## src/rtl/qdac_pkg.sv

```systemverilog
package qdac_pkg;
    localparam int BYTE_W = 8;
    localparam logic [4:0] DEV_PREFIX = 5'b10011;

    localparam logic [1:0] LD_BUF = 2'b00;
    localparam logic [1:0] LD_ONE = 2'b01;
    localparam logic [1:0] LD_ALL = 2'b10;

    typedef enum logic [2:0] {
        ST_IDLE,
        ST_ADDR,
        ST_CTRL,
        ST_DHI,
        ST_DLO,
        ST_PHI,
        ST_PLO,
        ST_IGN
    } link_st_t;
endpackage

```

## src/rtl/qdac_bus_sense.sv

```systemverilog
module qdac_bus_sense #(
    parameter int STAGES = 2
) (
    input  logic clk,
    input  logic rst_n,
    input  logic scl_i,
    input  logic sda_i,
    output logic scl_s,
    output logic sda_s,
    output logic scl_rise,
    output logic scl_fall,
    output logic start_ev,
    output logic stop_ev
);
    typedef struct packed {
        logic [STAGES-1:0] scl_c;
        logic [STAGES-1:0] sda_c;
        logic              scl_p;
        logic              sda_p;
    } sense_t;

    sense_t s_d, s_q;

    always_comb begin
        s_d       = s_q;
        s_d.scl_c = {s_q.scl_c[STAGES-2:0], scl_i};
        s_d.sda_c = {s_q.sda_c[STAGES-2:0], sda_i};
        s_d.scl_p = s_q.scl_c[STAGES-1];
        s_d.sda_p = s_q.sda_c[STAGES-1];
    end

    always_ff @(posedge clk or negedge rst_n) begin
        if (!rst_n) s_q <= '1;
        else        s_q <= s_d;
    end

    assign scl_s    = s_q.scl_c[STAGES-1];
    assign sda_s    = s_q.sda_c[STAGES-1];
    assign scl_rise = scl_s && !s_q.scl_p;
    assign scl_fall = !scl_s && s_q.scl_p;
    assign start_ev = scl_s && s_q.scl_p && s_q.sda_p && !sda_s;
    assign stop_ev  = scl_s && s_q.scl_p && !s_q.sda_p && sda_s;
endmodule

```

## src/rtl/qdac_link.sv

```systemverilog
module qdac_link
    import qdac_pkg::*;
(
    input  logic              clk,
    input  logic              rst_n,
    input  logic              sda_s,
    input  logic              scl_rise,
    input  logic              scl_fall,
    input  logic              start_ev,
    input  logic              stop_ev,
    input  logic [1:0]        addr_pin_i,
    input  logic [1:0]        ext_addr_i,
    output logic              ack_o,
    output link_st_t          st_o,
    output logic              wr_en,
    output logic [1:0]        wr_sel,
    output logic [1:0]        wr_load,
    output logic [BYTE_W-1:0] wr_code,
    output logic              pd_en,
    output logic [1:0]        pd_val
);
    typedef struct packed {
        link_st_t          st;
        logic [3:0]        cnt;
        logic [BYTE_W-1:0] sh;
        logic [BYTE_W-1:0] hi;
        logic              ack;
        logic [1:0]        sel;
        logic [1:0]        load;
        logic              pdm;
    } link_t;

    link_t l_d, l_q;
    logic  ok;

    function automatic link_st_t after(link_st_t s, logic pdm);
        case (s)
            ST_ADDR: after = ST_CTRL;
            ST_CTRL: after = pdm ? ST_PHI : ST_DHI;
            ST_DHI:  after = ST_DLO;
            ST_DLO:  after = ST_DHI;
            ST_PHI:  after = ST_PLO;
            default: after = ST_IGN;
        endcase
    endfunction

    always_comb begin
        l_d   = l_q;
        ok    = 1'b0;
        wr_en = 1'b0;
        pd_en = 1'b0;
        if (stop_ev) begin
            l_d.st  = ST_IDLE;
            l_d.cnt = 4'd0;
            l_d.ack = 1'b0;
        end else if (start_ev) begin
            l_d.st  = ST_ADDR;
            l_d.cnt = 4'd0;
            l_d.ack = 1'b0;
        end else if (l_q.st != ST_IDLE && l_q.st != ST_IGN) begin
            if (scl_rise && l_q.cnt < 4'd8) begin
                l_d.sh  = {l_q.sh[BYTE_W-2:0], sda_s};
                l_d.cnt = l_q.cnt + 4'd1;
            end else if (scl_rise && l_q.cnt == 4'd8) begin
                l_d.cnt = 4'd9;
            end else if (scl_fall && l_q.cnt == 4'd8) begin
                case (l_q.st)
                    ST_ADDR: ok = (l_q.sh[7:1] == {DEV_PREFIX, addr_pin_i}) && !l_q.sh[0];
                    ST_CTRL: begin
                        ok = (l_q.sh[7:6] == ext_addr_i);
                        l_d.load = l_q.sh[5:4];
                        l_d.sel  = l_q.sh[2:1];
                        l_d.pdm  = l_q.sh[0];
                    end
                    ST_DHI: begin
                        ok = 1'b1;
                        l_d.hi = l_q.sh;
                    end
                    ST_DLO: begin
                        ok = 1'b1;
                        wr_en = 1'b1;
                    end
                    ST_PHI: begin
                        ok = (l_q.sh[5:0] == 6'd0);
                        l_d.hi = l_q.sh;
                    end
                    ST_PLO: begin
                        ok = 1'b1;
                        pd_en = 1'b1;
                    end
                    default: ok = 1'b0;
                endcase
                if (ok) begin
                    l_d.ack = 1'b1;
                end else begin
                    l_d.st  = ST_IGN;
                    l_d.cnt = 4'd0;
                end
            end else if (scl_fall && l_q.cnt == 4'd9) begin
                l_d.ack = 1'b0;
                l_d.cnt = 4'd0;
                l_d.st  = after(l_q.st, l_q.pdm);
            end
        end
    end

    always_ff @(posedge clk or negedge rst_n) begin
        if (!rst_n) begin
            l_q     <= '0;
            l_q.st  <= ST_IDLE;
        end else begin
            l_q <= l_d;
        end
    end

    assign ack_o   = l_q.ack;
    assign st_o    = l_q.st;
    assign wr_sel  = l_q.sel;
    assign wr_load = l_q.load;
    assign wr_code = l_q.hi;
    assign pd_val  = l_q.hi[7:6];
endmodule

```

## src/rtl/qdac_regs.sv

```systemverilog
module qdac_regs
    import qdac_pkg::*;
#(
    parameter int NCH = 4
) (
    input  logic                  clk,
    input  logic                  rst_n,
    input  logic                  wr_en,
    input  logic [1:0]            wr_sel,
    input  logic [1:0]            wr_load,
    input  logic [BYTE_W-1:0]     wr_code,
    input  logic                  pd_en,
    input  logic [1:0]            pd_val,
    output logic [NCH*BYTE_W-1:0] code_o,
    output logic [2*NCH-1:0]      pdm_o
);
    typedef struct packed {
        logic [NCH-1:0][BYTE_W-1:0] bufr;
        logic [NCH-1:0][BYTE_W-1:0] outr;
        logic [NCH-1:0][1:0]        pdr;
    } bank_t;

    bank_t b_d, b_q;

    always_comb begin
        b_d = b_q;
        if (wr_en) begin
            b_d.bufr[wr_sel] = wr_code;
            if (wr_load == LD_ONE) begin
                b_d.outr[wr_sel] = wr_code;
            end else if (wr_load == LD_ALL) begin
                for (int c = 0; c < NCH; c++) begin
                    b_d.outr[c] = (c == int'(wr_sel)) ? wr_code : b_q.bufr[c];
                end
            end
        end
        if (pd_en) begin
            b_d.pdr[wr_sel] = pd_val;
        end
    end

    always_ff @(posedge clk or negedge rst_n) begin
        if (!rst_n) b_q <= '0;
        else        b_q <= b_d;
    end

    for (genvar g = 0; g < NCH; g++) begin : g_pack
        assign code_o[g*BYTE_W +: BYTE_W] = b_q.outr[g];
        assign pdm_o[2*g +: 2]            = b_q.pdr[g];
    end
endmodule

```

## src/rtl/qdac_i2c_writer.sv

```systemverilog
module qdac_i2c_writer
    import qdac_pkg::*;
#(
    parameter int NCH         = 4,
    parameter int SYNC_STAGES = 2
) (
    input  logic                  clk,
    input  logic                  rst_n,
    input  logic                  scl_i,
    input  logic                  sda_i,
    input  logic [1:0]            addr_pin_i,
    input  logic [1:0]            ext_addr_i,
    output logic                  sda_oe_o,
    output logic [NCH*BYTE_W-1:0] code_o,
    output logic [2*NCH-1:0]      pdm_o
);
    logic              scl_s, sda_s, scl_rise, scl_fall, start_ev, stop_ev;
    link_st_t          link_st;
    logic              wr_en, pd_en;
    logic [1:0]        wr_sel, wr_load, pd_val;
    logic [BYTE_W-1:0] wr_code;

    qdac_bus_sense #(.STAGES(SYNC_STAGES)) u_sense (
        .clk      (clk),
        .rst_n    (rst_n),
        .scl_i    (scl_i),
        .sda_i    (sda_i),
        .scl_s    (scl_s),
        .sda_s    (sda_s),
        .scl_rise (scl_rise),
        .scl_fall (scl_fall),
        .start_ev (start_ev),
        .stop_ev  (stop_ev)
    );

    qdac_link u_link (
        .clk        (clk),
        .rst_n      (rst_n),
        .sda_s      (sda_s),
        .scl_rise   (scl_rise),
        .scl_fall   (scl_fall),
        .start_ev   (start_ev),
        .stop_ev    (stop_ev),
        .addr_pin_i (addr_pin_i),
        .ext_addr_i (ext_addr_i),
        .ack_o      (sda_oe_o),
        .st_o       (link_st),
        .wr_en      (wr_en),
        .wr_sel     (wr_sel),
        .wr_load    (wr_load),
        .wr_code    (wr_code),
        .pd_en      (pd_en),
        .pd_val     (pd_val)
    );

    qdac_regs #(.NCH(NCH)) u_regs (
        .clk     (clk),
        .rst_n   (rst_n),
        .wr_en   (wr_en),
        .wr_sel  (wr_sel),
        .wr_load (wr_load),
        .wr_code (wr_code),
        .pd_en   (pd_en),
        .pd_val  (pd_val),
        .code_o  (code_o),
        .pdm_o   (pdm_o)
    );
endmodule

```

## config.mk

```make
export PLATFORM = sky130hd
export DESIGN_NAME = qdac_i2c_writer
export DESIGN_NICKNAME = d
export VERILOG_FILES = /design/src/rtl/qdac_pkg.sv /design/src/rtl/qdac_bus_sense.sv /design/src/rtl/qdac_link.sv /design/src/rtl/qdac_regs.sv /design/src/rtl/qdac_i2c_writer.sv
export SDC_FILE = /design/constraint.sdc
export NUM_CORES = 1
export LEC_CHECK = 0
export ABC_AREA = 1
export CAP_MARGIN = 40
export CORE_MARGIN = 2
export CORE_UTILIZATION = 35
export CTS_CLUSTER_SIZE = 40
export DETAILED_ROUTE_END_ITERATION = 16
export PLACE_DENSITY = 0.61
export SLEW_MARGIN = 20
export SYNTH_ARGS = -nofsm -noshare
export SYNTH_HDL_FRONTEND = slang
export SYNTH_SLANG_ARGS = --single-unit
```

## constraint.sdc

```tcl
create_clock -name clk -period 2.4 [get_ports clk]
set_clock_uncertainty 0.1 [all_clocks]
set_input_delay 0.24 -clock clk [delete_from_list [all_inputs] [get_ports clk]]
set_output_delay 0.24 -clock clk [all_outputs]
set_load 0.005 [all_outputs]
```

==> flow_metrics.tcl <==
set metrics [dict create \
    yosysWarnings 0 \
    dpl-instance-area_mm2 0.00555 \
    die_x_um 126 \
    grt.total_usage 0.146 \
    final_hold_viol_count 0 \
    syn_area_mm2 0.00521 \
    ys_types 30 \
    r2r_start "u_link.l_q[22]$_DFFE_PN0P_" \
    insertion_delay_ns 0.35 \
    crit_arrival_ns 2.14 \
    avgSynthCellArea_um2 8.70 \
    wl_met2_mm 5.17 \
    r2r_slack_ns 0.40 \
    dr.first_iter.drc_count 265 \
    period_minus_slack_ns 2.00 \
    cts_tree "built" \
    holdCritStartpoint "scl_i" \
    cts_setup_buffers 0 \
    rows 44 \
    worst_setup_path_start_kind "flip-flop" \
    initial_core_util 0.358 \
    final_cell_area_mm2 0.00585 \
    synth_cells 599 \
    critical_path.slowest_cell "dfrtp_1" \
    synth_commonest_cells "nand2_1, dfrtp_1, o21ai_0, buf_4, o21a_1" \
    grt_first_pass_wirelength_mm 18.3 \
    syn_nets 611 \
    met1_length_mm 5.08 \
    drt_first_pass_iters 4 \
    yosysTopAreaCell "dfrtp_1" \
    worst_pin_slew_ns 0.546 \
    cap_violations 0 \
    synth-seq-cells 107 \
    cp_slowest_stage_delay_ns 0.44 \
    cts-root-buf "clkbuf_16" \
    rsz0062_at_grt "no" \
    wl_met3_um 506 \
    fp.dieH_um 126 \
    endpoint_kind "flip-flop" \
    antenna_cells 0 \
    io_buffers 48 \
    io_pins 49 \
    hp-class "input pin to flip-flop" \
    async_reset_ff_frac 1.00 \
    synth_area_leaders "dfrtp_1, nand2_1, o21ai_0, buf_4, o21a_1" \
    synth_most_common_cell "nand2_1" \
    max-slew-margin-rel 0.635 \
    synth_ff_type "dfrtp_1" \
    grt_antenna_before_repair 0 \
    finalSetupViolations 0 \
    worst_r2r_endpoint "u_regs.code_o[7]$_DFFE_PN0P_" \
    globalplace.congestion 0.826 \
    ir_worst_vdd_uv 341 \
    htree_levels 3 \
    ys_seq_area_frac 0.515 \
    seq_area_mm2 0.00269 \
    routedWlPerCell_um 13.7 \
    clock-sinks 107 \
    power_density_mw_per_mm2 737 \
    synth_top_cell_area_share 0.485 \
    vias 3787 \
    layout-drive-gt1-share 0.0803 \
    p_leak_nw 2.61 \
    status "finished clean" \
    ant_nets 0 \
    dpl.hpwl_mm 7.81 \
    timing.fmax_mhz 501 \
    synthToLayoutAreaGrowth_pct 12.3 \
    worst_slack_ns 0.403 \
    drv_slew 0 \
    crit_fanout 16 \
    startpoint "u_link.l_q[22]$_DFFE_PN0P_" \
    cts-buffers-inserted 9 \
    min_path_cells 1 \
    clk_path_buf_depth 2 \
    required_ns 2.54 \
    setup_tns_ns 0 \
    hold_path_end "u_sense.s_d[5]$_DFF_PN1_" \
    num-fill-cells 1480 \
    routed_wl_mm 10.9 \
    drc_errors 0 \
    synth_edf_count 0 \
    grt.overflow.total 0 \
    grt_max_degree 43 \
    top_layer "met4" \
    nets 617 \
    via_per_inst 4.77 \
    first_global_vias 3717 \
    path_cells "inv_1 -> ha_1 -> nand3_4 -> nor2_8 -> nand2_4 -> a21oi_4 -> nand2_1 -> o21a_1" \
    dpl_worst_slack_ns 0.410 \
    multi_input_area_mm2 0.00197 \
    fp.coreArea_mm2 0.0145 \
    reg2reg_depth 8 \
    fin_crit_sh 0.832 \
    path_class "flip-flop to flip-flop" \
    die-area_mm2 0.0159 \
    clkSlewWorstSetupHoldPaths_ns 0.07 \
]
## registers in the layout, indices dropped and copies added (netlist names)
register	count
u_regs.pdm_o	8
u_sense.sda_s	1
u_sense.s_q	2
u_link.wr_code	8
u_link.l_q	13
u_link.wr_sel	2
u_link.st_o	3
u_sense.s_d	2
u_link.wr_load	2
u_link.ack_o	1
u_regs.code_o	32
u_regs.b_q	32
u_sense.scl_s	1
## where the power goes
| part | leakage (nW) | total, mW | switching [mW] | internal (mW) |
|---|---|---|---|---|
| clock network | 0.135 | 1.43 | 0.662 | 0.767 |
| logic | 1.01 | 0.764 | 0.498 | 0.266 |
| registers | 1.46 | 2.12 | 0.184 | 1.94 |
## worst max path at each step
stage,endpoint,depth (start not counted)
after detailed placement,u_regs.code_o[7]$_DFFE_PN0P_,8
after global placement,u_regs.code_o[0]$_DFFE_PN0P_,9
final,u_regs.code_o[7]$_DFFE_PN0P_,8
after floorplan,u_regs.code_o[30]$_DFFE_PN0P_,9
after CTS,u_regs.code_o[7]$_DFFE_PN0P_,8
after global routing,u_regs.code_o[7]$_DFFE_PN0P_,8
## cells by family after synthesis
family,after synthesis,synth area share
buf+inv,96,0.106
fa+ha+maj,4,0.00961
xor+xnor,2,0.00336
flops,107,0.515
simple gates,244,0.196
compound gates,146,0.170
## cell usage in the layout, fill, tap and decap left out, types with 2 or more instances in the layout
master           netlist  final
nand2_1              197    197
clkdlybuf4s50_1        0     47
a21oi_1                3      3
o21ai_1               14     14
o21a_1                35     35
nand3_4                2      2
clkinvlp_4             0      2
nor2_1                22     22
xnor2_1                2      2
nor2_4                 3      3
inv_2                  8      8
dfrtp_1              101    101
o21ai_0               86     86
dfstp_2                6      6
buf_4                 41      4
clkbuf_16              0      9
a21oi_4                4      4
inv_1                 30     30
nand3_1               14     14
clkbuf_8               0      2
ha_1                   4      4
## metrics by stage
step	hold slack (ns)	power [mW]	std cells	utilization
finish	0.193	4.31	794	0.403
global route	0.191	4.57	794	0.403
CTS	0.180	4.35	794	0.403
detailed placement	0.162	2.92	777	0.382
global placement	0.153	2.89	777	0.382
floorplan	-0.156	2.68	599	-
## final cells by class
cell class                 instances  share of cell area
clock buffer                      12              0.0438
clock inverter                     4             0.00556
inverter                          38              0.0244
multi-input combinational        396               0.337
sequential                       107               0.459
tap                              184              0.0393
timing repair buffer              53              0.0907
## layer usage
| metal | vias to the layer above | GRT usage |
|---|---|---|
| li1 | 1909 | - |
| met1 | 1791 | 0.193 |
| met2 | 75 | 0.237 |
| met3 | 12 | 0.0404 |
| met4 | 0 | 0.0381 |
| met5 | - | 0 |
## worst max-delay path: cells and delay by family, from the launching register on
| kind | cells | cell delay [ns] |
|---|---|---|
| flops | 1 | 0.44 |
| buf+inv | 1 | 0.08 |
| compound gates | 2 | 0.49 |
| simple gates | 4 | 0.53 |
| fa+ha+maj | 1 | 0.23 |
## what timing repair did
action | in CTS | in global routing
endpoints found under the hold margin | 40 | 0
resized for setup | 0 | 0
hold buffers | 1 | 0
No activity file was read; power rests on OpenSTA's default activity.
